### config.mk
export PLATFORM = sky130hd
export DESIGN_NAME = dma_steal_seq
export DESIGN_NICKNAME = d
export VERILOG_FILES = /design/src/rtl/dma_steal_pkg.sv /design/src/rtl/dma_steal_ctrl.sv /design/src/rtl/dma_steal_dp.sv /design/src/rtl/dma_steal_seq.sv
export SDC_FILE = /design/constraint.sdc
export NUM_CORES = 1
export LEC_CHECK = 0
export BUFFER_PORTS_ARGS = -buffer_cell sky130_fd_sc_hd__buf_2
export CORE_ASPECT_RATIO = 0.6
export CORE_MARGIN = 2
export CORE_UTILIZATION = 59
export CTS_BUF_LIST = sky130_fd_sc_hd__clkbuf_16
export DETAILED_ROUTE_END_ITERATION = 6
export MAX_ROUTING_LAYER = met4
export PLACE_DENSITY = 0.85
export SYNTH_ARGS = -nofsm -noshare
export SYNTH_HDL_FRONTEND = slang
export SYNTH_SLANG_ARGS = --single-unit
### constraint.sdc
create_clock -name clk -period 4.55 [get_ports clk]
set_input_delay 0.455 -clock clk [delete_from_list [all_inputs] [get_ports clk]]
set_output_delay 0.455 -clock clk [all_outputs]
set_load 0.05 [all_outputs]
### src/rtl/dma_steal_pkg.sv
package dma_steal_pkg;

  typedef enum logic [2:0] {
    ST_IDLE,
    ST_ARB,
    ST_REQ,
    ST_READ,
    ST_WRITE,
    ST_FIN
  } seqState_t;

  // strobes from control into the datapath
  typedef struct packed {
    logic load;      // latch configuration
    logic capture;   // store read data of the current beat
    logic beatInc;   // advance to the next beat
    logic beatClr;   // return beat to zero
    logic unitDone;  // advance addresses, decrement count, load gap
    logic gapDec;    // count the release gap down
    logic selWrite;  // address from destination instead of source
  } dpStrobe_t;

  // conditions reported back to control
  typedef struct packed {
    logic countZero;
    logic gapZero;
    logic lastBeat;
  } dpStatus_t;

  localparam logic [1:0] UNIT_BYTE = 2'd0;
  localparam logic [1:0] UNIT_WORD = 2'd1;
  localparam logic [1:0] UNIT_LONG = 2'd2;
  localparam logic [1:0] UNIT_QUAD = 2'd3;

endpackage

### src/rtl/dma_steal_ctrl.sv
module dma_steal_ctrl
  import dma_steal_pkg::*;
(
  input  logic       clk,
  input  logic       rstN,
  input  logic       start,
  input  logic       dreqN,
  input  logic       busGrant,
  input  dpStatus_t  stat,
  output dpStrobe_t  strb,
  output logic       busReq,
  output logic       readAct,
  output logic       writeAct,
  output logic       done
);

  seqState_t state, nextState;

  always_ff @(posedge clk or negedge rstN) begin
    if (!rstN) state <= ST_IDLE;
    else       state <= nextState;
  end

  always_comb begin
    nextState = state;
    strb      = '0;
    case (state)
      ST_IDLE, ST_FIN: begin
        if (start) begin
          strb.load = 1'b1;
          nextState = ST_ARB;
        end
      end
      ST_ARB: begin
        if (stat.countZero) begin
          nextState = ST_FIN;
        end else begin
          if (!stat.gapZero) strb.gapDec = 1'b1;
          else if (!dreqN)   nextState = ST_REQ;
        end
      end
      ST_REQ: begin
        if (busGrant) nextState = ST_READ;
      end
      ST_READ: begin
        if (busGrant) begin
          strb.capture = 1'b1;
          if (stat.lastBeat) begin
            strb.beatClr = 1'b1;
            nextState    = ST_WRITE;
          end else begin
            strb.beatInc = 1'b1;
          end
        end
      end
      ST_WRITE: begin
        strb.selWrite = 1'b1;
        if (busGrant) begin
          if (stat.lastBeat) begin
            strb.beatClr  = 1'b1;
            strb.unitDone = 1'b1;
            nextState     = ST_ARB;
          end else begin
            strb.beatInc = 1'b1;
          end
        end
      end
      default: nextState = ST_IDLE;
    endcase
  end

  assign busReq   = (state == ST_REQ) || (state == ST_READ) || (state == ST_WRITE);
  assign readAct  = (state == ST_READ)  && busGrant;
  assign writeAct = (state == ST_WRITE) && busGrant;
  assign done     = (state == ST_FIN);

endmodule

### src/rtl/dma_steal_dp.sv
module dma_steal_dp
  import dma_steal_pkg::*;
#(
  parameter int AW        = 16,
  parameter int CW        = 8,
  parameter int DW        = 32,
  parameter int GAP_SHORT = 16,
  parameter int GAP_LONG  = 64
) (
  input  logic          clk,
  input  logic          rstN,
  input  dpStrobe_t     strb,
  input  logic [AW-1:0] cfgSrc,
  input  logic [AW-1:0] cfgDst,
  input  logic [CW-1:0] cfgCount,
  input  logic [1:0]    cfgUnit,
  input  logic          cfgIntermittent,
  input  logic          cfgGapLong,
  input  logic [DW-1:0] rdata,
  output dpStatus_t     stat,
  output logic [AW-1:0] addr,
  output logic [DW-1:0] wdata,
  output logic [1:0]    size
);

  localparam int BEATS = 4;
  localparam int BW    = $clog2(BEATS);
  localparam int GW    = $clog2(GAP_LONG + 1);
  localparam int LANE  = DW / 8;

  logic [AW-1:0] srcAddr, dstAddr, unitBytes, beatOff;
  logic [CW-1:0] count;
  logic [1:0]    unitSel;
  logic          interMode, gapLongSel, multiBeat;
  logic [GW-1:0] gapCnt, gapLoad;
  logic [BW-1:0] beat;
  logic [DW-1:0] bufWord [BEATS];

  always_comb begin
    case (unitSel)
      UNIT_BYTE: unitBytes = AW'(1);
      UNIT_WORD: unitBytes = AW'(2);
      UNIT_LONG: unitBytes = AW'(LANE);
      default:   unitBytes = AW'(LANE * BEATS);
    endcase
  end

  assign multiBeat = (unitSel == UNIT_QUAD);
  assign beatOff   = AW'(beat) * AW'(LANE);
  assign gapLoad   = !interMode  ? '0 :
                     gapLongSel  ? GW'(GAP_LONG) : GW'(GAP_SHORT);

  // configuration and progress registers
  always_ff @(posedge clk or negedge rstN) begin
    if (!rstN) begin
      srcAddr    <= '0;
      dstAddr    <= '0;
      count      <= '0;
      unitSel    <= UNIT_BYTE;
      interMode  <= 1'b0;
      gapLongSel <= 1'b0;
    end else if (strb.load) begin
      srcAddr    <= cfgSrc;
      dstAddr    <= cfgDst;
      count      <= cfgCount;
      unitSel    <= cfgUnit;
      interMode  <= cfgIntermittent;
      gapLongSel <= cfgGapLong;
    end else if (strb.unitDone) begin
      srcAddr <= srcAddr + unitBytes;
      dstAddr <= dstAddr + unitBytes;
      count   <= count - 1'b1;
    end
  end

  // release gap counter
  always_ff @(posedge clk or negedge rstN) begin
    if (!rstN)              gapCnt <= '0;
    else if (strb.load)     gapCnt <= '0;
    else if (strb.unitDone) gapCnt <= gapLoad;
    else if (strb.gapDec)   gapCnt <= gapCnt - 1'b1;
  end

  // beat counter within a unit
  always_ff @(posedge clk or negedge rstN) begin
    if (!rstN)             beat <= '0;
    else if (strb.load)    beat <= '0;
    else if (strb.beatClr) beat <= '0;
    else if (strb.beatInc) beat <= beat + 1'b1;
  end

  // staging buffer, one word per beat
  for (genvar gi = 0; gi < BEATS; gi++) begin : g_buf
    always_ff @(posedge clk or negedge rstN) begin
      if (!rstN)                                   bufWord[gi] <= '0;
      else if (strb.capture && beat == BW'(gi))    bufWord[gi] <= rdata;
    end
  end

  assign stat.countZero = (count == '0);
  assign stat.gapZero   = (gapCnt == '0);
  assign stat.lastBeat  = !multiBeat || (beat == BW'(BEATS - 1));

  assign addr  = (strb.selWrite ? dstAddr : srcAddr) + beatOff;
  assign wdata = bufWord[beat];
  assign size  = multiBeat ? UNIT_LONG : unitSel;

endmodule

### src/rtl/dma_steal_seq.sv
module dma_steal_seq
  import dma_steal_pkg::*;
#(
  parameter int AW        = 16,
  parameter int CW        = 8,
  parameter int GAP_SHORT = 16,
  parameter int GAP_LONG  = 64
) (
  input  logic          clk,
  input  logic          rstN,
  input  logic          start,
  input  logic [AW-1:0] cfgSrc,
  input  logic [AW-1:0] cfgDst,
  input  logic [CW-1:0] cfgCount,
  input  logic [1:0]    cfgUnit,
  input  logic          cfgIntermittent,
  input  logic          cfgGapLong,
  input  logic          dreqN,
  output logic          busReq,
  input  logic          busGrant,
  output logic [AW-1:0] memAddr,
  output logic          memRead,
  output logic          memWrite,
  output logic [1:0]    memSize,
  output logic [31:0]   memWdata,
  input  logic [31:0]   memRdata,
  output logic          done
);

  dpStrobe_t     strb;
  dpStatus_t     stat;
  logic          readAct, writeAct, busActive;
  logic [AW-1:0] dpAddr;
  logic [31:0]   dpWdata;
  logic [1:0]    dpSize;

  dma_steal_ctrl u_ctrl (
    .clk      (clk),
    .rstN     (rstN),
    .start    (start),
    .dreqN    (dreqN),
    .busGrant (busGrant),
    .stat     (stat),
    .strb     (strb),
    .busReq   (busReq),
    .readAct  (readAct),
    .writeAct (writeAct),
    .done     (done)
  );

  dma_steal_dp #(
    .AW(AW), .CW(CW), .DW(32), .GAP_SHORT(GAP_SHORT), .GAP_LONG(GAP_LONG)
  ) u_dp (
    .clk             (clk),
    .rstN            (rstN),
    .strb            (strb),
    .cfgSrc          (cfgSrc),
    .cfgDst          (cfgDst),
    .cfgCount        (cfgCount),
    .cfgUnit         (cfgUnit),
    .cfgIntermittent (cfgIntermittent),
    .cfgGapLong      (cfgGapLong),
    .rdata           (memRdata),
    .stat            (stat),
    .addr            (dpAddr),
    .wdata           (dpWdata),
    .size            (dpSize)
  );

  // bus outputs stay quiet unless a granted access is in progress
  assign busActive = readAct || writeAct;
  assign memRead   = readAct;
  assign memWrite  = writeAct;
  assign memAddr   = busActive ? dpAddr  : '0;
  assign memSize   = busActive ? dpSize  : '0;
  assign memWdata  = writeAct  ? dpWdata : '0;

endmodule

==> After elaboration in Yosys (flattened, before gate mapping) <==
Index checks and enable logic that the tools add are counted.
{ "totals": {"register_bits": 184, "elab_cells": 108, "inputBits": 81, "out_inout_bits": 54} }
{ "classes": {"reduce_logical": 21, "mux": 47, "eq_ne": 19, "bitwise": 1, "add_sub_neg": 6, "n_lt_le_gt_ge": 1} }
{ "op_table": {"columns": ["operator", "count"], "rows": [
  ["16-bit 2-to-1 mux", 6],
  ["32-bit 2-to-1 mux", 3],
  ["32-bit binary-select mux with 2-bit select", 1],
  ["7-bit 2-to-1 mux", 5],
  ["3-bit 2-to-1 mux", 11],
  ["16-bit adder", 2],
  ["16-bit by 4-bit adder with 16-bit output", 1],
  ["8-bit 2-to-1 mux", 2],
  ["3-bit case mux with 5 select lines", 1],
  ["5-bit case mux with 3 select lines", 1],
  ["2-bit 2-to-1 mux", 6],
  ["2-bit inequality test (second input constant)", 6],
  ["1-bit 2-to-1 mux", 10],
  ["2-bit == test (second input constant)", 4],
  ["8-bit zero test", 1],
  ["8-bit AND reduction", 1],
  ["8-bit by 1-bit subtractor with 8-bit output (second input constant)", 1],
  ["7-bit zero test", 1],
  ["7-bit by 1-bit subtractor with 7-bit output (second input constant)", 1],
  ["3-bit by 2-bit == test with 1-bit output (second input constant)", 2],
  ["3-bit == test (second input constant)", 2],
  ["1-bit logical AND", 6],
  ["3-bit nonzero test", 2],
  ["2-bit by 1-bit == test with 1-bit output (second input constant)", 2],
  ["other kinds (13)", 17]
]} }

==> Depth between registers and ports, before layout <==
Gate-level depths: netlist of run 1.
{ "depth": {"word_depth": 9, "mapped_depth": 14, "ltp_nobuf": 11} }

==> By module <==
Synthesis of run 1 repeated with hierarchy kept, for this count alone.
{ "hier_totals": {"cells_unflattened": 845, "hier_area_um2": 10055.9} }
{ "by_module_without_submodules": {"columns": ["mod", "cells_each", "n_inst", "seq_area_each_um2", "area_each_um2"], "rows": [
  ["dma_steal_dp", 741, 1, 4529.3, 9312.7],
  ["dma_steal_seq", 57, 1, 0.0, 387.9],
  ["dma_steal_ctrl", 47, 1, 75.1, 355.3]
]} }

==> Worst setup path after synthesis of run 1 <==
OpenSTA, ideal clock, no wires.
{ "synth_timing": {"path_kind": "reg2out", "startpoint": "register u_ctrl.state[1]", "endpoint": "output memAddr[8]", "arrival_ns": 3.970, "slack_ns": 0.125, "required_time_ns": 4.095, "n_path_buf": 2, "path_stages_with_launch": 14, "path_cell_list": "dfrtp_1 > buf_2 > nor3b_4 > clkbuf_1 > nand2_1 > nand2_1 > ha_1 > inv_1 > fa_1 > nand2b_1 > mux2i_1 > nand2_1 > xor2_1 > a211oi_1"} }
{ "synth_via": {"elab_chain_cells": 5, "elab_cells_between_ends": 9, "classes_between": "1 x add/sub; 2 x eq/ne; 3 x mux; 3 x reduce/logical"} }
{ "synth_lines": {"columns": ["item", "line_no", "text"], "rows": [
  ["from (decl)", "dma_steal_ctrl.sv:17", "seqState_t state, nextState;"],
  ["from (signal assigned)", "dma_steal_ctrl.sv:21", "else state <= nextState;"],
  ["3-bit == test", "dma_steal_ctrl.sv:27, dma_steal_ctrl.sv:74", null],
  ["1-bit 2-to-1 mux", "dma_steal_ctrl.sv:27", "case (state)"],
  ["16-bit 2-to-1 mux", "dma_steal_dp.sv:104", "assign addr = (strb.selWrite ? dstAddr : srcAddr) + beatOff;"],
  ["16-bit by 4-bit adder with 16-bit output", "dma_steal_dp.sv:104", null],
  ["16-bit 2-to-1 mux *", "dma_steal_seq.sv:74", "assign memAddr = busActive ? dpAddr : '0;"],
  ["to (decl)", "dma_steal_seq.sv:21", "output logic [AW-1:0] memAddr,"]
]} }
Mark *: on every way between the ends. The rest lies on a longest branch, timed or not.

==> Worst setup path in the final report of run 1 <==
{ "layout_timing": {"startpoint": "register u_ctrl.state[0]", "endpoint": "output memAddr[8]"} }
Same word-level chain as after synthesis.

==> metrics.md, run 1 <==
| Metric | Value |
|---|---|
| ANT nets after route | 0 |
| Total gr overflow | 0 |
| Crit-path max FO | 17 |
| Effective utilization at floorplan | 0.6053 |
| Slowest stage delay, CP | 0.60 ns |
| CP dominant cell by count | nand2_1 |
| # rows | 37 |
| Root buffer cell | clkbuf_16 |
| DIE HEIGHT | 107.0 um |
| Clock Sinks | 184 |
| Clk pin slew, worst setup/hold paths | 0.08 ns |
| Max VDD drop | 0.2803 mV |
| Final hold viol count | 0 |
| Synth-to-Final Area Change | 13.10% |
| Mapped Nets | 959 |
| Fin Setup TNS | 0 ns |
| Worst Hold Class | in2async |
| Post-synthesis average cell area | 12.12 um2 |
| CP endpoint kind | output pin |
| Max-cap violations | 0 |
| EDFF count, synth | 0 |
| Fraction of layout cells with a size suffix above 1 | 0.3575 |
| Worst setup SP type | flop |
| Max-slew headroom | 0.2406 |
| Synth async-reset ratio | 1.000 |
| Worst slack, placed | 0.7518 ns |
| Top cell type's share of synthesized area | 0.4417 |
| Initial antenna violation count | 2 |
| Leak pwr | 5.840 nW |
| Sequential-to-total area share from yosys stat | 0.4417 |
| Period utilization | 0.9369 |
| Residual DRC | 0 |
| Yosys warnings | 0 |
| IO Port Bufs | 134 |
| Crit Path Category | reg2out |
| Detailed-route via count | 7,110 |
| Total track usage | 0.2720 |
| Synth Flop Type | dfrtp_1 |
| Post-Route WL | 23,630 um |
| Worst EP arrival | 3.81 ns |
| I/O Pins | 135 |
| Clock Latency Late Sink | 0.43 ns |
| Die X | 175.6 um |
| WP data required | 4.09 ns |
| CTS buffer count | 17 |
| Post-synth cell types | 60 |
| Fin nets | 1,065 |
| Synth Instances | 860 |
| Initial DRT Pass Iterations | 5 |
| Vias per cell | 5.852 |
| Largest cells by area after synthesis | dfrtp_1 44%, mux2_4 17%, mux4_2 6.9%, nand2_1 2.4%, and2_1 2.1% |
| Largest net degree at the start of global routing | 97 |
| Worst Clk Skew | 0.01339 ns |
| DIE AREA | 18,780 um2 |
| Clock buffer depth | 2 |
| Register bit total from synthesis | 184 |
| Status | completed |
| Number of DRC markers in iteration 0 | 647 |
| Placed wire-length estimate | 15,880 um |
| Crit-path cells | or3b_2, buf_4, nand2_1, nand2_1, inv_1, fa_1, nand2b_1, mux2i_2, nand2_1, xor2_1, a211oi_1, buf_2 |
| Post-CTS Setup Inserts | 0 |
| Final setup viols | 0 |
| Cell taking the most area after synthesis | dfrtp_1 |
| Fmax | 234.6 MHz |
| Wire per inst | 19.45 um |
| Slowest CP cell | dfrtp_1 |
| Most frequent cell after synthesis | dfrtp_1 |
| Routability cong. | 0.9377 |
| Minimum clock period | 4.263 ns |
| CTS Hold Bufs | 0 |
| Fin worst setup slack | 0.2873 ns |
| Vias in the first global route | 7,141 |
| RSZ-0062 raised after global routing | no |
| Flop2flop setup slack | 1.34 ns |
| Post-synth top cells | 184 x dfrtp_1, 120 x mux2_4, 68 x nand2_1, 48 x nor2_1, 41 x o21ai_0 |
| Slew Limit Fails | 0 |
| Pwr dens | 556.3 nW/um2 |
| H-Tree Depth | 4 |
| Slew @ Worst Pin | 1.136 ns |
| First-pass GRT wire length | 38,760 um |
| Post-synthesis instance area | 10,420 um2 |
| Core ar. | 17,220 um2 |
| TritonCTS clock tree | built |
[routing by layer]
metal / vias up / GRT usage / wire [um]
met2: 241 / 0.3630 / 9801
li1: 3285 / - / -
met3: 23 / 0.05674 / 1743
met1: 3561 / 0.4218 / 11860
met4: 0 / 0.06966 / 224
met5: - / - / 0
[what timing repair did]
item | in CTS | in global routing
resized for setup | 0 | 1
endpoints found under the hold margin | 0 | 0
setup endpoints to repair | 0 | 1
[critical path, delay by kind of cell (launching register included)]
kind / cells / cell delay, ns
AOI/OAI and AO/OA: 1 / 0.38
xor gates and xnor gates: 1 / 0.17
adders and majority gates: 1 / 0.44
buffers and inverters: 3 / 0.67
DFF: 1 / 0.60
muxes: 1 / 0.40
and+or+nand+nor: 5 / 0.71
[placed cells by master (no fill, tap or decap), drive strengths merged, types with 4 or more instances in the layout]
| cell | count |
|---|---|
| dfrtp | 184 |
| buf | 144 |
| mux2 | 128 |
| nand2 | 72 |
| nor2 | 49 |
| o21ai | 42 |
| and2 | 35 |
| mux4 | 32 |
| xnor2 | 25 |
| inv | 25 |
| xor2 | 21 |
| a21oi | 21 |
| nor3 | 17 |
| ha | 17 |
| clkbuf | 17 |
| nand4 | 14 |
| a211oi | 13 |
| nand3 | 13 |
| mux2i | 9 |
| nor3b | 9 |
| a31oi | 7 |
| clkinv | 7 |
| nor4 | 6 |
| and3 | 6 |
| nor2b | 5 |
| nand2b | 4 |
| o211ai | 4 |
| and4 | 4 |
| a21o | 4 |
| nand3b | 4 |
[flip-flops by register name, indices dropped and copies added, names as in the netlist]
signal and flops:
u_dp.gapCnt 7, u_dp.gapLongSel 1, u_dp.srcAddr 16, u_dp.dstAddr 16, u_dp.bufWord 128, u_dp.unitSel 2
u_dp.interMode 1, u_dp.count 8, u_ctrl.state 3, u_dp.beat 2
[cell families after synthesis]
logic type | synth area share
multiplexers | 0.2593
AND/OR/NAND/NOR | 0.1298
flip-flops | 0.4417
buffers and inverters | 0.03817
AO/OA/AOI/OAI | 0.06914
adder cells (fa/ha/maj) | 0.02329
XOR/XNOR | 0.03865
[layout make-up]
class,instances,area (um2)
Clock buffer,17,425.4
Multi-Input combinational cell,599,5426
Timing Repair Buffer,144,764.5
Antenna cell,2,5.005
Sequential cell,184,4606
Inverter,20,75.07
Fill cell,1241,5433
Clock inverter,15,193.9
Tap cell,234,292.8
[per-stage QoR]
step	total power [mW]	cell area [um2]	std cells	hold WS [ns]	util
2_1_floorplan	4.395	10420	860	0.1594	-
3_3_place_gp	4.881	11160	1181	0.4708	0.6481
3_5_place_dp	4.972	11160	1181	0.4730	0.6481
4_1_cts	6.555	11780	1213	0.1556	0.6840
5_1_grt	6.951	11790	1215	0.1923	0.6845
6_report	6.558	11790	1215	0.1109	0.6845
[worst paths after layout]
kind,start,end,depth (start not counted)
hold reg to reg,u_dp.gapCnt[3],u_dp.gapCnt[3],1
setup / recovery,u_ctrl.state[0],memAddr[8],12
min in group clk,cfgUnit[0],u_dp.unitSel[0],3
hold / removal,rstN,u_dp.bufWord[103],1
setup reg to reg,u_dp.beat[0],u_dp.dstAddr[13],7
max in group asynchronous,rstN,u_dp.dstAddr[0],2
[report_power, final]
| part | switching, mW | total [mW] | internal, mW |
|---|---|---|---|
| clock | 0.679 | 1.56 | 0.881 |
| combinational | 1.16 | 2.35 | 1.19 |
| sequential | 0.503 | 2.64 | 2.14 |
No activity file was read; power rests on OpenSTA's default activity.
==> inputs of run 2 (changes only) <==
--- a/config.mk
+++ b/config.mk
@@ -8,11 +8,12 @@
 export BUFFER_PORTS_ARGS = -buffer_cell sky130_fd_sc_hd__buf_2
 export CORE_ASPECT_RATIO = 0.6
 export CORE_MARGIN = 2
-export CORE_UTILIZATION = 59
+export CORE_UTILIZATION = 58
 export CTS_BUF_LIST = sky130_fd_sc_hd__clkbuf_16
 export DETAILED_ROUTE_END_ITERATION = 6
 export MAX_ROUTING_LAYER = met4
-export PLACE_DENSITY = 0.85
+export PLACE_DENSITY = 0.84
 export SYNTH_ARGS = -nofsm -noshare
 export SYNTH_HDL_FRONTEND = slang
+export SYNTH_HIERARCHICAL = 1
 export SYNTH_SLANG_ARGS = --single-unit
==> metrics.md, run 2 <==
| Metric | Value |
|---|---|
| Detailed-route via count | 7,038 |
| Fraction of layout cells with a size suffix above 1 | 0.3762 |
| Period utilization | 0.9204 |
| Placed wire-length estimate | 14,850 um |
| Post-Route WL | 22,220 um |
| Ant diodes | 0 |
| Top flop regs | u_dp/bufWord x128, u_dp/dstAddr x16, u_dp/srcAddr x16 |
| CTS Hold Bufs | 0 |
| # rows | 37 |
| Worst Hold Class | in2async |
| Final setup viols | 0 |
| Slew @ Worst Pin | 0.9976 ns |
| CTS buffer count | 17 |
| Tot Pwr | 6.014 mW |
| DIE AREA | 18,440 um2 |
| Synth async-reset ratio | 1.000 |
| Wire per inst | 18.53 um |
| Synth-to-Final Area Change | 13.80% |
| Worst setup SP type | flop |
| Post-CTS resize count | 0 |
| TritonCTS clock tree | built |
| Largest cells by area after synthesis | dfrtp_1 46%, mux2_2 16%, mux4_2 7.2%, xnor2_1 2.9%, mux2i_1 2.3% |
| Post-synth cell types | 67 |
| Vias in the first global route | 7,128 |
| Max VDD drop | 0.2542 mV |
| Max FFs per register | 128 |
| Slew Limit Fails | 0 |
| Leak pwr | 5.271 nW |
| Number of DRC markers in iteration 0 | 573 |
| Clock buffer depth | 2 |
| Synth Instances | 845 |
| Crit Path Category | reg2out |
| WP data required | 4.09 ns |
| RSZ-0062 raised after global routing | no |
| Initial DRT Pass Iterations | 5 |
| Total track usage | 0.2589 |
| Fin Setup TNS | 0 ns |
| Pwr dens | 525.6 nW/um2 |
| Fmax | 238.8 MHz |
| Residual DRC | 0 |
| Clock Latency Late Sink | 0.42 ns |
| Cell taking the most area after synthesis | dfrtp_1 |
| Sequential-to-total area share from yosys stat | 0.4579 |
| First-pass GRT wire length | 37,030 um |
| DIE HEIGHT | 106.0 um |
| Crit-path max FO | 14 |
| EDFF count, synth | 0 |
| Top cell type's share of synthesized area | 0.4579 |
| Total gr overflow | 0 |
| Core ar. | 17,040 um2 |
| I/O Pins | 135 |
| Yosys warnings | 6 |
| Worst Clk Skew | 0.01869 ns |
| Die X | 174.0 um |
| Largest net degree at the start of global routing | 103 |
| RR Startpoint | u_dp/beat[1] |
| Routability cong. | 0.8822 |
| ANT nets after route | 0 |
| Fin util | 0.6717 |
| Most frequent cells in the layout | 183 x dfrtp_1, 141 x mux2_2, 133 x buf_2 |
| Post-synth top cells | 184 x dfrtp_1, 141 x mux2_2, 53 x nand2_1, 34 x and2_1 |
| Final hold viol count | 0 |
| Crit. Startpoint | u_ctrl/state[1] |
| Clk pin slew, worst setup/hold paths | 0.08 ns |
| Effective utilization at floorplan | 0.5903 |
| Fin nets | 1,049 |
| Vias per cell | 5.870 |
| Status | completed |
| CP endpoint kind | output pin |
| H-Tree Depth | 4 |
| Post-CTS Setup Inserts | 0 |
| Most common cell after layout, fill and taps aside | dfrtp_1 |
| Root buffer cell | clkbuf_16 |
| Minimum clock period | 4.188 ns |
| Clock Sinks | 184 |
| Mapped Nets | 942 |
| Biggest register | u_dp/bufWord |
| Max-cap violations | 0 |
| Max-slew headroom | 0.3349 |
| Most frequent cell after synthesis | dfrtp_1 |
| Post-synthesis instance area | 10,060 um2 |
| Post-synthesis average cell area | 11.90 um2 |
| Register bit total from synthesis | 184 |
| Synth Flop Type | dfrtp_1 |
| Worst EP arrival | 3.73 ns |
| IO Port Bufs | 134 |
| Initial antenna violation count | 0 |
-- run 2: per-layer routing --
metal | part of all wire | wire length (um) | global-route usage | vias up
li1 | - | - | - | 3269
met1 | 0.50 | 11140 | 0.3857 | 3576
met2 | 0.44 | 9816 | 0.3768 | 181
met3 | 0.050 | 1111 | 0.04685 | 12
met4 | 0.0071 | 158 | 0.05042 | 0
met5 | 0 | 0 | - | -
-- run 2: logic make-up (layout without fill, tap and decap cells) --
kind of cell	Yosys count	in the layout	synth area share
xor gates and xnor gates	54	54	0.04703
and+or+nand+nor	198	198	0.1050
AOI/OAI and AO/OA	120	120	0.08162
muxes	196	196	0.2525
buffers and inverters	77	197	0.03534
DFF	184	184	0.4579
adders and majority gates	16	16	0.02065
-- run 2: final timing paths --
path                       slack (ns)  cells after the start                to
max                              0.36                     13       memAddr[15]
min                              0.07                      1     u_dp/count[3]
max reg2reg                      1.40                     10  u_dp/dstAddr[14]
min reg2reg                      0.50                      1  u_dp/bufWord[43]
max in group asynchronous        3.49                      2  u_dp/bufWord[75]
min in group clk                 0.24                      3     u_dp/count[4]
-- run 2: per-stage QoR --
stage / instance area, um2 / setup WS (ns) / instances / hold WS, ns
2_1_floorplan: 10060 / 0.7578 / 845 / 0.1594
3_3_place_gp: 10840 / 1.013 / 1167 / 0.4820
3_5_place_dp: 10840 / 0.9011 / 1167 / 0.4872
4_1_cts: 11440 / 0.3975 / 1199 / 0.1072
5_1_grt: 11440 / 0.09683 / 1199 / 0.1306
6_report: 11440 / 0.3622 / 1199 / 0.06852
-- run 2: area by class of cell --
class	count	area [um2]
Tap cell	234	292.8
Fill cell	1304	5593
Multi-Input combinational cell	584	5099
Inverter	20	75.07
Timing Repair Buffer	145	772.0
Clock inverter	15	173.9
Sequential cell	184	4606
Clock buffer	17	425.4
-- run 2: where the power goes --
part | internal, mW | total, mW | leakage [nW] | switching [mW]
Sequential | 2.06 | 2.51 | 2.41 | 0.448
Clock | 0.744 | 1.47 | 0.292 | 0.721
Combinational | 1.03 | 2.04 | 2.57 | 1.01
-- run 2: critical path, cell delays in order (launching register included) --
cell       delay [ns]
dfrtp_1          0.53
nor2_1           0.26
nand2_1          0.14
inv_2            0.12
mux2i_1          0.40
inv_1            0.08
ha_1             0.29
a21oi_1          0.07
nor2_1           0.42
o2111ai_1        0.26
xor2_1           0.20
mux2i_1          0.15
o21a_1           0.14
buf_2            0.26
==> inputs of run 3 (changes only) <==
--- a/config.mk
+++ b/config.mk
@@ -13,6 +13,8 @@
 export DETAILED_ROUTE_END_ITERATION = 6
 export MAX_ROUTING_LAYER = met4
 export PLACE_DENSITY = 0.84
+export RECOVER_POWER = 50
+export SETUP_SLACK_MARGIN = 0.02
 export SYNTH_ARGS = -nofsm -noshare
 export SYNTH_HDL_FRONTEND = slang
 export SYNTH_HIERARCHICAL = 1
==> metrics.md, run 3 (synthesis gave the netlist of run 2 again) <==
| Metric | Value |
|---|---|
| Status | complete, but fails checks |
| Failing checks | max-capacitance violations, max-slew violations |
| WP data required | 4.09 ns |
| Crit path max-delay family | simple AND/OR/NAND/NOR gates |
| Most common cell after layout, fill and taps aside | dfrtp_1 |
| Worst EP arrival | 3.73 ns |
| Largest net degree at the start of global routing | 103 |
| Wire per inst | 18.55 um |
| Max FFs per register | 128 |
| Crit Path Category | reg2out |
| Slew @ Worst Pin | 2.657 ns |
| Minimum clock period | 4.185 ns |
| Vias in the first global route | 7,128 |
| Max-cap violations | 2 |
| Slowest stage delay, CP | 0.53 ns |
| Crit-path max FO | 14 |
| Residual DRC | 0 |
| H-Tree Depth | 4 |
| Detailed-route via count | 7,034 |
| Die X | 174.0 um |
| First-pass GRT wire length | 37,030 um |
| Initial DRT Pass Iterations | 6 |
| Vias per cell | 5.867 |
| Fmax | 239.0 MHz |
| Clock Sinks | 184 |
| Total track usage | 0.2589 |
| Leak pwr | 5.247 nW |
| Pwr dens | 527.1 nW/um2 |
| Placed wire-length estimate | 14,850 um |
| Core ar. | 17,040 um2 |
| Period utilization | 0.9198 |
| Clock Latency Late Sink | 0.42 ns |
| Fin Setup TNS | 0 ns |
| I/O Pins | 135 |
| CP Buf/Inv Count | 3 |
| Fin worst setup slack | 0.3651 ns |
| Post-CTS resize count | 0 |
| Slew Limit Fails | 150 |
| Worst setup SP type | flop |
| Clk pin slew, worst setup/hold paths | 0.08 ns |
| Effective utilization at floorplan | 0.5903 |
| Max VDD drop | 0.2552 mV |
| IO Port Bufs | 134 |
| ANT nets after route | 0 |
| Worst slack, placed | 0.9011 ns |
| Crit-path cells | nor2_1, nand2_1, inv_2, mux2_2, ha_1, inv_1, fa_1, a221oi_2, nand4_1, xor2_1, mux2i_1, o21a_1, buf_2 |
| Final hold viol count | 0 |
| Initial antenna violation count | 0 |
| Total gr overflow | 0 |
| Fraction of layout cells with a size suffix above 1 | 0.3720 |
| Max-slew headroom | -0.7716 |
| Routability cong. | 0.8822 |
| Post-Route WL | 22,240 um |
| RSZ-0062 raised after global routing | no |
| Final setup viols | 0 |
| Synth-to-Final Area Change | 13.51% |
| CP endpoint kind | output pin |
| # rows | 37 |
| DIE AREA | 18,440 um2 |
| Number of DRC markers in iteration 0 | 534 |
| Fin util | 0.6700 |
| TritonCTS clock tree | built |
| Biggest register | u_dp/bufWord |
| Ant diodes | 0 |
| DIE HEIGHT | 106.0 um |
| Most frequent cells in the layout | 183 x dfrtp_1, 141 x mux2_2, 131 x buf_2 |
| Worst Hold Class | in2reg |
| CTS Hold Bufs | 0 |
| Fin nets | 1,049 |
| Clock buffer depth | 2 |
| Top flop regs | u_dp/bufWord x128, u_dp/dstAddr x16, u_dp/srcAddr x16 |
| CTS buffer count | 17 |
| Post-CTS Setup Inserts | 0 |
| Root buffer cell | clkbuf_16 |
| Slowest CP cell | dfrtp_1 |
| Worst Clk Skew | 0.01922 ns |
run 3: stage by stage:
step                power [mW]  cells  cell area [um2]  hold slack (ns)
CTS                      6.049   1199            11440           0.1072
global route             6.411   1199            11410           0.2336
detailed placement       4.547   1167            10840           0.4872
finish                   6.017   1199            11410           0.2382
floorplan                4.060    845            10060           0.1594
global placement         4.473   1167            10840           0.4820
run 3: path summary, 6_finish.rpt:
kind	startpoint	endpoint	slack, ns	cells after the start
worst max-delay path	u_ctrl/state[1]	memAddr[14]	0.37	13
worst min-delay path	cfgCount[4]	u_dp/count[4]	0.24	3
worst max register to register	u_dp/beat[1]	u_dp/dstAddr[14]	0.56	10
worst min register to register	u_dp/bufWord[43]	u_dp/bufWord[43]	0.50	1
max in group asynchronous	rstN	u_dp/bufWord[75]	1.52	2
min in group asynchronous	rstN	u_dp/count[3]	0.62	1
run 3: worst register-to-register path, cell delays in order (launching register included):
cell and delay [ns]:
dfrtp_1 0.79, ha_1 0.30, nand2b_1 0.20, nand2_1 0.09
nor2_1 0.14, clkbuf_1 0.93, nand3_1 0.33, o31a_1 0.45
a211oi_1 0.33, xnor2_1 0.16, o21ai_1 0.07
run 3: report_power, final:
part | total (mW) | switching, mW | internal [mW]
clock | 1.47 | 0.723 | 0.744
sequential | 2.51 | 0.446 | 2.06
combinational | 2.04 | 1.01 | 1.03
run 3: metal layers:
metal | wire, um | vias up | GRT usage
met5 | 0 | - | -
met2 | 9841 | 182 | 0.3768
met1 | 11020 | 3574 | 0.3857
met3 | 1211 | 12 | 0.04685
met4 | 173 | 0 | 0.05042
li1 | - | 3266 | -
run 3: area by class of cell:
| type | instances | area (um2) |
|---|---|---|
| Clock buffer | 17 | 425.4 |
| Clock inverter | 15 | 173.9 |
| Fill cell | 1311 | 5622 |
| Inverter | 20 | 75.07 |
| Multi-Input combinational cell | 584 | 5099 |
| Sequential cell | 184 | 4606 |
| Tap cell | 234 | 292.8 |
| Timing Repair Buffer | 145 | 743.2 |
